### config.mk
export PLATFORM = sky130hd
export DESIGN_NAME = refill_arbiter
export DESIGN_NICKNAME = d
export VERILOG_FILES = /design/src/rtl/refill_arb_pkg.sv /design/src/rtl/refill_grant.sv /design/src/rtl/refill_req_mux.sv /design/src/rtl/refill_resp_steer.sv /design/src/rtl/refill_arbiter.sv
export SDC_FILE = /design/constraint.sdc
export NUM_CORES = 1
export LEC_CHECK = 0
export ABC_AREA = 1
export BUFFER_PORTS_ARGS = -buffer_cell sky130_fd_sc_hd__buf_2
export CORE_AREA = 2 2 308 310
export DETAILED_ROUTE_END_ITERATION = 10
export DIE_AREA = 0 0 310 312
export HOLD_SLACK_MARGIN = 0.1
export PLACE_DENSITY = 0.32
export REMOVE_ABC_BUFFERS = 1
export SYNTH_ARGS = -nofsm -noshare
export SYNTH_HDL_FRONTEND = slang
export SYNTH_SLANG_ARGS = --single-unit
export TNS_END_PERCENT = 50
### constraint.sdc
create_clock -name clk -period 1.5 [get_ports clk]
set_input_delay 0.15 -clock clk [delete_from_list [all_inputs] [get_ports clk]]
set_output_delay 0.15 -clock clk [all_outputs]
set_load 0.1 [all_outputs]
### src/rtl/refill_arb_pkg.sv
package refill_arb_pkg;

  typedef enum logic {
    CL_INSTR = 1'b0,
    CL_DATA  = 1'b1
  } client_e;

  // True when beat index idx is the final beat of a transfer of `beats` beats.
  function automatic logic beat_is_last(input int idx, input int beats);
    return (idx + 1) >= beats;
  endfunction

  // Fixed priority: the instruction side wins whenever it is asking.
  function automatic client_e pick_winner(input logic ic_val);
    return ic_val ? CL_INSTR : CL_DATA;
  endfunction

endpackage

### src/rtl/refill_grant.sv
module refill_grant
  import refill_arb_pkg::*;
#(
  parameter int BEATS = 4,
  localparam int CNT_W = (BEATS > 1) ? $clog2(BEATS) : 1
) (
  input  logic             clk,
  input  logic             rst_n,
  input  logic             ic_val,
  input  logic             dc_val,
  input  logic             mem_rdy,
  output logic             grant_ic,
  output logic             grant_dc,
  output logic             fwd_val,
  output logic             accept,
  output logic             lock_active,
  output client_e          lock_owner,
  output logic [CNT_W-1:0] beat_idx
);

  logic             locked_q;
  client_e          owner_q;
  logic [CNT_W-1:0] cnt_q;
  logic             last_beat;
  client_e          winner;

  always_comb begin
    winner = pick_winner(ic_val);
    if (locked_q) begin
      grant_ic = (owner_q == CL_INSTR);
      grant_dc = (owner_q == CL_DATA);
    end else begin
      grant_ic = ic_val;
      grant_dc = dc_val & ~ic_val;
    end
    fwd_val   = (grant_ic & ic_val) | (grant_dc & dc_val);
    accept    = fwd_val & mem_rdy;
    last_beat = beat_is_last(int'(cnt_q), BEATS);
  end

  always_ff @(posedge clk) begin
    if (!rst_n) begin
      locked_q <= 1'b0;
      owner_q  <= CL_INSTR;
      cnt_q    <= '0;
    end else if (accept) begin
      if (last_beat) begin
        locked_q <= 1'b0;
        owner_q  <= CL_INSTR;
        cnt_q    <= '0;
      end else begin
        locked_q <= 1'b1;
        cnt_q    <= cnt_q + CNT_W'(1);
        if (!locked_q) owner_q <= winner;
      end
    end else if (!locked_q) begin
      owner_q <= CL_INSTR;
    end
  end

  assign lock_active = locked_q;
  assign lock_owner  = owner_q;
  assign beat_idx    = cnt_q;

endmodule

### src/rtl/refill_req_mux.sv
module refill_req_mux #(
  parameter int ADDR_W = 32,
  parameter int DATA_W = 128,
  parameter int TAG_W  = 6
) (
  input  logic              grant_ic,
  input  logic              grant_dc,
  input  logic [ADDR_W-1:0] ic_addr,
  input  logic [TAG_W-1:0]  ic_tag,
  input  logic              dc_rw,
  input  logic [ADDR_W-1:0] dc_addr,
  input  logic [DATA_W-1:0] dc_data,
  input  logic [TAG_W-1:0]  dc_tag,
  output logic              mem_rw,
  output logic [ADDR_W-1:0] mem_addr,
  output logic [DATA_W-1:0] mem_data,
  output logic [TAG_W:0]    mem_tag
);

  function automatic logic [TAG_W:0] make_tag(input logic who, input logic [TAG_W-1:0] t);
    return {who, t};
  endfunction

  always_comb begin
    mem_rw   = 1'b0;
    mem_addr = '0;
    mem_data = '0;
    mem_tag  = '0;
    if (grant_dc) begin
      mem_rw   = dc_rw;
      mem_addr = dc_addr;
      mem_data = dc_data;
      mem_tag  = make_tag(1'b1, dc_tag);
    end else if (grant_ic) begin
      mem_addr = ic_addr;
      mem_tag  = make_tag(1'b0, ic_tag);
    end
  end

endmodule

### src/rtl/refill_resp_steer.sv
module refill_resp_steer #(
  parameter int DATA_W  = 128,
  parameter int TAG_W   = 6,
  parameter int CLIENTS = 2
) (
  input  logic              mem_resp_val,
  input  logic [DATA_W-1:0] mem_resp_data,
  input  logic [TAG_W:0]    mem_resp_tag,
  output logic [CLIENTS-1:0]            resp_val,
  output logic [CLIENTS-1:0][DATA_W-1:0] resp_data,
  output logic [CLIENTS-1:0][TAG_W-1:0]  resp_tag
);

  for (genvar c = 0; c < CLIENTS; c++) begin : g_client
    assign resp_val[c]  = mem_resp_val & (mem_resp_tag[TAG_W] == 1'(c));
    assign resp_data[c] = mem_resp_data;
    assign resp_tag[c]  = mem_resp_tag[TAG_W-1:0];
  end

endmodule

### src/rtl/refill_arbiter.sv
module refill_arbiter
  import refill_arb_pkg::*;
#(
  parameter int ADDR_W = 32,
  parameter int DATA_W = 128,
  parameter int TAG_W  = 6,
  parameter int BEATS  = 4
) (
  input  logic              clk,
  input  logic              rst_n,
  input  logic              ic_req_val,
  output logic              ic_req_rdy,
  input  logic [ADDR_W-1:0] ic_req_addr,
  input  logic [TAG_W-1:0]  ic_req_tag,
  output logic              ic_resp_val,
  output logic [DATA_W-1:0] ic_resp_data,
  output logic [TAG_W-1:0]  ic_resp_tag,
  input  logic              dc_req_val,
  output logic              dc_req_rdy,
  input  logic              dc_req_rw,
  input  logic [ADDR_W-1:0] dc_req_addr,
  input  logic [DATA_W-1:0] dc_req_data,
  input  logic [TAG_W-1:0]  dc_req_tag,
  output logic              dc_resp_val,
  output logic [DATA_W-1:0] dc_resp_data,
  output logic [TAG_W-1:0]  dc_resp_tag,
  output logic              mem_req_val,
  input  logic              mem_req_rdy,
  output logic              mem_req_rw,
  output logic [ADDR_W-1:0] mem_req_addr,
  output logic [DATA_W-1:0] mem_req_data,
  output logic [TAG_W:0]    mem_req_tag,
  input  logic              mem_resp_val,
  input  logic [DATA_W-1:0] mem_resp_data,
  input  logic [TAG_W:0]    mem_resp_tag
);

  localparam int CNT_W = (BEATS > 1) ? $clog2(BEATS) : 1;

  // Internal events, brought out by name for the checker.
  logic             grant_ic;
  logic             grant_dc;
  logic             accept;
  logic             lock_active;
  client_e          lock_owner;
  logic [CNT_W-1:0] beat_idx;

  logic [1:0]             rv;
  logic [1:0][DATA_W-1:0] rd;
  logic [1:0][TAG_W-1:0]  rt;

  refill_grant #(.BEATS(BEATS)) u_grant (
    .clk         (clk),
    .rst_n       (rst_n),
    .ic_val      (ic_req_val),
    .dc_val      (dc_req_val),
    .mem_rdy     (mem_req_rdy),
    .grant_ic    (grant_ic),
    .grant_dc    (grant_dc),
    .fwd_val     (mem_req_val),
    .accept      (accept),
    .lock_active (lock_active),
    .lock_owner  (lock_owner),
    .beat_idx    (beat_idx)
  );

  assign ic_req_rdy = mem_req_rdy & grant_ic;
  assign dc_req_rdy = mem_req_rdy & grant_dc;

  refill_req_mux #(.ADDR_W(ADDR_W), .DATA_W(DATA_W), .TAG_W(TAG_W)) u_mux (
    .grant_ic (grant_ic),
    .grant_dc (grant_dc),
    .ic_addr  (ic_req_addr),
    .ic_tag   (ic_req_tag),
    .dc_rw    (dc_req_rw),
    .dc_addr  (dc_req_addr),
    .dc_data  (dc_req_data),
    .dc_tag   (dc_req_tag),
    .mem_rw   (mem_req_rw),
    .mem_addr (mem_req_addr),
    .mem_data (mem_req_data),
    .mem_tag  (mem_req_tag)
  );

  refill_resp_steer #(.DATA_W(DATA_W), .TAG_W(TAG_W), .CLIENTS(2)) u_steer (
    .mem_resp_val  (mem_resp_val),
    .mem_resp_data (mem_resp_data),
    .mem_resp_tag  (mem_resp_tag),
    .resp_val      (rv),
    .resp_data     (rd),
    .resp_tag      (rt)
  );

  assign ic_resp_val  = rv[0];
  assign ic_resp_data = rd[0];
  assign ic_resp_tag  = rt[0];
  assign dc_resp_val  = rv[1];
  assign dc_resp_data = rd[1];
  assign dc_resp_tag  = rt[1];

endmodule

==> impl_metrics.env, run 1 <==
export IMPL_clk_latency_ns=0.22
export IMPL_relSlewSlack=0.6770
export IMPL_maxSlewViolCount=0
export IMPL_rsz0062_at_grt="true"
export IMPL_p_sw_mw=3.096
export IMPL_r2r_slack_ns=-0.04
export IMPL_wl_um=81060
export IMPL_cp_required_ns=1.35
export IMPL_dr_pass1_iters=4
export IMPL_r2r_end="u_grant.lock_active"
export IMPL_cp_arrival_ns=1.77
export IMPL_fill_cells=10860
export IMPL_ys_seq_area_frac=0.02077
export IMPL_synth_ff_latch_count=4
export IMPL_grt_pass1_vias=4910
export IMPL_finalSetupViolCount=175
export IMPL_hold_path_class="in -> reg"
export IMPL_synth_distinct_cells=16
export IMPL_rows=112
export IMPL_dieArea_sq_mm=0.09672
export IMPL_io_pins=787
export IMPL_status="complete, but fails checks"
export IMPL_peakVddDrop_uv=284.8
export IMPL_p_sw_frac=0.5894
export IMPL_fin_crit_ns=1.921
export IMPL_place_ws_ns=-0.2793
export IMPL_p_comb_frac=0.898
export IMPL_syn_area_per_cell_sq_um=5.491
export IMPL_final_util=0.1084
export IMPL_p_int_mw=2.157
export IMPL_cts_buffers=3
export IMPL_fin_cells=2110
export IMPL_worstSetupStartpointType="flop"
export IMPL_hold_start="rst_n"
export IMPL_grt_max_degree=39
export IMPL_grt_antenna_before_repair=1
export IMPL_postRouteAntennaNets=0
export IMPL_ys_flop_type="dfxtp_1"
export IMPL_io_buffers=384
export IMPL_drt_drc_violations_left=0
export IMPL_critical_path_class="reg -> out"
export IMPL_clock_fmax_mhz=520.5
export IMPL_clockBufferDepth=2
export IMPL_clkPwrFrac=0.079
export IMPL_routed_via_density=2.542
export IMPL_power_density_mw_per_mm2=521.0
export IMPL_worstHoldEndpoint="u_grant.beat_idx[0]"
export IMPL_syn_inst=702
export IMPL_multi_input_area_sq_mm=0.002208
export IMPL_layout_setup_ws_ns=-0.4211
export IMPL_h_tree_depth=1
export IMPL_cts_clk_slew_worst_paths_ns=0.03
export IMPL_fp_dieH_um=312
export IMPL_die_w_um=310
export IMPL_wl_per_cell_um=38.42
export IMPL_power_total_mw=5.253
export IMPL_fin_nets=1204
export IMPL_fin_crit_sh=1.281
export IMPL_finalHoldViolations=0
export IMPL_maxCapViolCount=0
export IMPL_drtIter0Drc=332
export IMPL_dp_cells=2090
export IMPL_synth_edf_count=0
export IMPL_cts_sinks=4
export IMPL_leakage_nw=4.550
export IMPL_crit_path_end_kind="primary output"
export IMPL_violations="setup timing"
export IMPL_initial_core_util=0.04143
export IMPL_synth_warnings=0
export IMPL_syn_to_final_growth_pct=161.5
export IMPL_gp_routability_congestion=0.7557
export IMPL_dp_hpwl_um=70980
export IMPL_timing_rr_start="u_grant.lock_active"
export IMPL_async_reset_ff_frac=0
export IMPL_grt_pass1_wl_um=88980
export IMPL_vias=5364
export IMPL_reg2regPathDepth=7
export IMPL_cts_tree="done"
export IMPL_core_sq_mm=0.09305
export IMPL_cts_root_buf="clkbuf_16"
export IMPL_layout_common_cells="buf_2, inv_1, buf_12"
export IMPL_overflow=0
export IMPL_worstMarginPinSlew_ns=0.4879
export IMPL_clock_skew_ns=0.0005187
export IMPL_final_common_cell="buf_2"
export IMPL_path_max_fanout=23
export IMPL_synthesis_area_sq_mm=0.003855
export IMPL_hold_depth=3
export IMPL_seq_power_share=0.023
export IMPL_grt_usage=0.1558
export IMPL_drive_gt1_frac=0.7591
export IMPL_seq_area_sq_um=83.83
-- stage by stage --
step | setup TNS [ns] | area, sq um | hold WS, ns
6_report | -56.91 | 10080 | 0.1900
5_1_grt | -68.40 | 10080 | 0.2141
4_1_cts | -57.16 | 8662 | 0.1935
3_5_place_dp | -31.97 | 8130 | 0.3154
3_3_place_gp | -29.79 | 8130 | 0.3154
2_1_floorplan | -569.65 | 1687 | 0.2816
-- Yosys cell counts (2+ instances only) --
cell	instances	area, sq um
buf_4	279	2095
inv_1	175	656.9
nor2_1	135	506.7
nand2_1	47	176.4
o21ai_0	38	190.2
buf_2	5	25.02
clkbuf_1	4	15.01
dfxtp_1	4	80.08
a21oi_1	3	15.01
buf_6	3	33.78
nand3_1	3	15.01
o21ai_2	2	17.52
-- state kept, by name, indices dropped and copies added, names as in the netlist --
| name | count |
|---|---|
| u_grant.lock_active | 1 |
| u_grant.lock_owner | 1 |
| u_grant.beat_idx | 2 |
-- critical path, cell delays in order, from the launching register on --
cell and delay [ns]:
dfxtp_4 0.35, o21ai_4 0.16, buf_6 0.33, buf_4 0.29
o21ai_0 0.17, buf_12 0.21
-- power by group through the flow --
stage                     registers [mW]  clock network, mW  logic (mW)
after floorplan                    0.120                  0        2.23
after global placement             0.121                  0        4.10
after detailed placement           0.121                  0        4.09
after CTS                          0.120              0.418        4.28
after global routing               0.122              0.431        4.90
final                              0.120              0.417        4.72
-- metal layers --
metal / up-vias / global-route usage / share of wire
met2: 1015 / 0.2616 / 0.47
met4: 32 / 0.03744 / 0.029
met3: 71 / 0.1785 / 0.24
met5: - / 0.1158 / 0.020
li1: 2001 / - / -
met1: 2245 / 0.1039 / 0.24
-- repair_timing --
action | CTS | global route
cloned | 2 | 10
resized for setup | 122 | 337
pin swaps | 0 | 3
hold buffers | 0 | 0
setup buffers | 4 | 9
setup endpoints to repair | 175 | 175
-- area by class of cell --
type,instances,share of cell area
repair buffers,441,0.5433
clock buffers,3,0.007446
well taps,1254,0.1556
flip-flops and latches,4,0.008315
multi-input cells,231,0.2190
diodes,1,0.0002482
inverters,176,0.06602
-- worst max path at each step --
| stage | startpoint | endpoint | slack [ns] | cells past startpoint |
|---|---|---|---|---|
| floorplan | u_grant.lock_active | mem_req_addr[0] | -4.15 | 6 |
| global route | u_grant.lock_active | mem_req_addr[3] | -0.51 | 5 |
| finish | u_grant.lock_active | mem_req_tag[3] | -0.42 | 5 |
| global placement | u_grant.lock_active | mem_req_tag[5] | -0.27 | 6 |
| detailed placement | u_grant.lock_active | mem_req_tag[5] | -0.28 | 6 |
| CTS | u_grant.lock_active | mem_req_tag[3] | -0.45 | 10 |
-- kinds of logic (layout without fill, tap and decap cells) --
family	after synthesis	after routing	share of synthesized area
buf+inv	467	620	0.7338
simple gates	187	187	0.1844
compound gates	43	43	0.05777
flops	4	4	0.02077
fa+ha+maj	1	1	0.003245
other cells	0	1	0
Power figures use the tool's default switching activity.
==> run 2: changes to the inputs <==
==> constraint.sdc (replaced) <==
create_clock -name clk -period 1.5 [get_ports clk]
set_input_delay 0.3 -clock clk [delete_from_list [all_inputs] [get_ports clk]]
set_output_delay 0.3 -clock clk [all_outputs]
set_load 0.1 [all_outputs]
==> impl_metrics.env, run 2 (synthesis gave the netlist of run 1 again) <==
export IMPL_dr_pass1_iters=4
export IMPL_routed_via_density=2.511
export IMPL_layout_common_cells="buf_2, buf_12, inv_1"
export IMPL_fin_nets=1197
export IMPL_gp_routability_congestion=0.7581
export IMPL_clk_latency_ns=0.22
export IMPL_initial_core_util=0.04143
export IMPL_drtIter0Drc=284
export IMPL_dp_cells=2091
export IMPL_vias=5278
export IMPL_status="complete, but fails checks"
export IMPL_finalSetupViolCount=171
export IMPL_cp_arrival_ns=1.73
export IMPL_relSlewSlack=0.7510
export IMPL_cts_clk_slew_worst_paths_ns=0.03
export IMPL_worstMarginPinSlew_ns=0.3695
export IMPL_largest_reg_flops=2
export IMPL_clock_fmax_mhz=492.6
export IMPL_violations="setup timing"
export IMPL_finalHoldViolations=0
export IMPL_dp_hpwl_um=70850
export IMPL_fin_crit_ns=2.030
export IMPL_postPlaceCellArea_sq_mm=0.008205
export IMPL_stdcell_area_sq_mm=0.009365
export IMPL_hold_start="rst_n"
export IMPL_fin_cells=2102
export IMPL_max_stage_delay_ns=0.36
export IMPL_peakVddDrop_uv=287.6
export IMPL_rows=112
export IMPL_layout_setup_ws_ns=-0.5302
export IMPL_power_density_mw_per_mm2=531.6
export IMPL_cts_sinks=4
export IMPL_grt_max_degree=31
export IMPL_cts_buffers=3
export IMPL_grt_usage=0.1536
export IMPL_fp_dieH_um=312
export IMPL_worstSetupStartpointType="flop"
export IMPL_cts_root_buf="clkbuf_16"
export IMPL_crit_path_end_kind="primary output"
export IMPL_path_max_fanout=30
export IMPL_die_w_um=310
export IMPL_h_tree_depth=1
export IMPL_fin_crit_sh=1.353
export IMPL_core_sq_mm=0.09305
export IMPL_grt_pass1_wl_um=87670
export IMPL_dieArea_sq_mm=0.09672
export IMPL_n_antenna_cell=0
export IMPL_maxSlewViolCount=0
export IMPL_maxCapViolCount=0
export IMPL_io_pins=787
export IMPL_drive_gt1_frac=0.6863
export IMPL_leakage_nw=4.156
export IMPL_cp_required_ns=1.20
export IMPL_crit_chain="nand2_4 > o21ai_4 > buf_12 > buf_4 > o21ai_0 > buf_12"
export IMPL_cp_slowest_cell="dfxtp_4"
export IMPL_hold_buffers=0
export IMPL_grt_pass1_vias=4787
export IMPL_crit_path_start="u_grant.lock_active"
export IMPL_cts_tree="done"
export IMPL_rsz0062_at_grt="true"
export IMPL_overflow=0
export IMPL_worst_path_buf_inv=3
export IMPL_drt_drc_violations_left=0
export IMPL_clockBufferDepth=2
export IMPL_wl_per_cell_um=37.75
export IMPL_wl_um=79350
export IMPL_cp_common_cell="buf_12"
export IMPL_io_buffers=384
export IMPL_final_util=0.1006
export IMPL_hold_path_class="in -> reg"
export IMPL_postRouteAntennaNets=0
export IMPL_grt_antenna_before_repair=0
export IMPL_clock_skew_ns=0.0009590
export IMPL_timing_rr_start="u_grant.lock_active"
export IMPL_critical_path_class="reg -> out"
export IMPL_syn_to_final_growth_pct=142.9
export IMPL_final_common_cell="buf_2"
export IMPL_path_delay_family="buffers and inverters"
## run 2: what timing repair did
item                                    CTS  global route
pin swaps                                 0             4
gates resized for setup                 143           139
endpoints found under the hold margin     0             0
endpoints found under the setup margin  175           175
setup buffers                             1             6
cloned                                    0             4
## run 2: power by group
group / switching, mW / internal [mW]
Sequential: 0.00760 / 0.114
Clock: 0.0720 / 0.340
Combinational: 2.88 / 1.56
Total: 2.96 / 2.01
## run 2: worst min-delay path, stage by stage
cell     delay (ns)
buf_2          0.11
nand2_1        0.08
nor2_1         0.04
## run 2: routing by layer
metal,part of all wire,global-route usage
met5,0.017,0.1148
met4,0.027,0.03371
met3,0.24,0.1735
met2,0.46,0.2568
met1,0.25,0.1060
## run 2: area by class of cell
cell class / count / area, sq um
fill: 10950 / 83680
clock buffer: 3 / 75.07
multi-input combinational: 231 / 1797
tap: 1254 / 1569
sequential: 4 / 83.83
inverter: 176 / 660.6
timing repair buffer: 434 / 5180
## run 2: stage by stage
step           setup slack (ns)  hold WS [ns]  setup TNS, ns  total power, mW
2_1_floorplan            -4.304        0.4316        -595.60            2.349
3_5_place_dp            -0.4291        0.4778         -55.89            4.231
4_1_cts                 -0.5597        0.3412         -78.30            4.804
3_3_place_gp            -0.4121        0.4633         -55.27            4.243
5_1_grt                 -0.6019        0.3663         -84.07            5.179
6_report                -0.5302        0.3446         -73.27            4.978
## run 2: worst paths after layout
path                              end  slack (ns)  cells past startpoint
setup / recovery       mem_req_tag[5]       -0.53                      6
hold reg to reg   u_grant.beat_idx[1]        0.48                      2
hold / removal    u_grant.lock_active        0.34                      3
setup reg to reg  u_grant.lock_active        0.13                      8
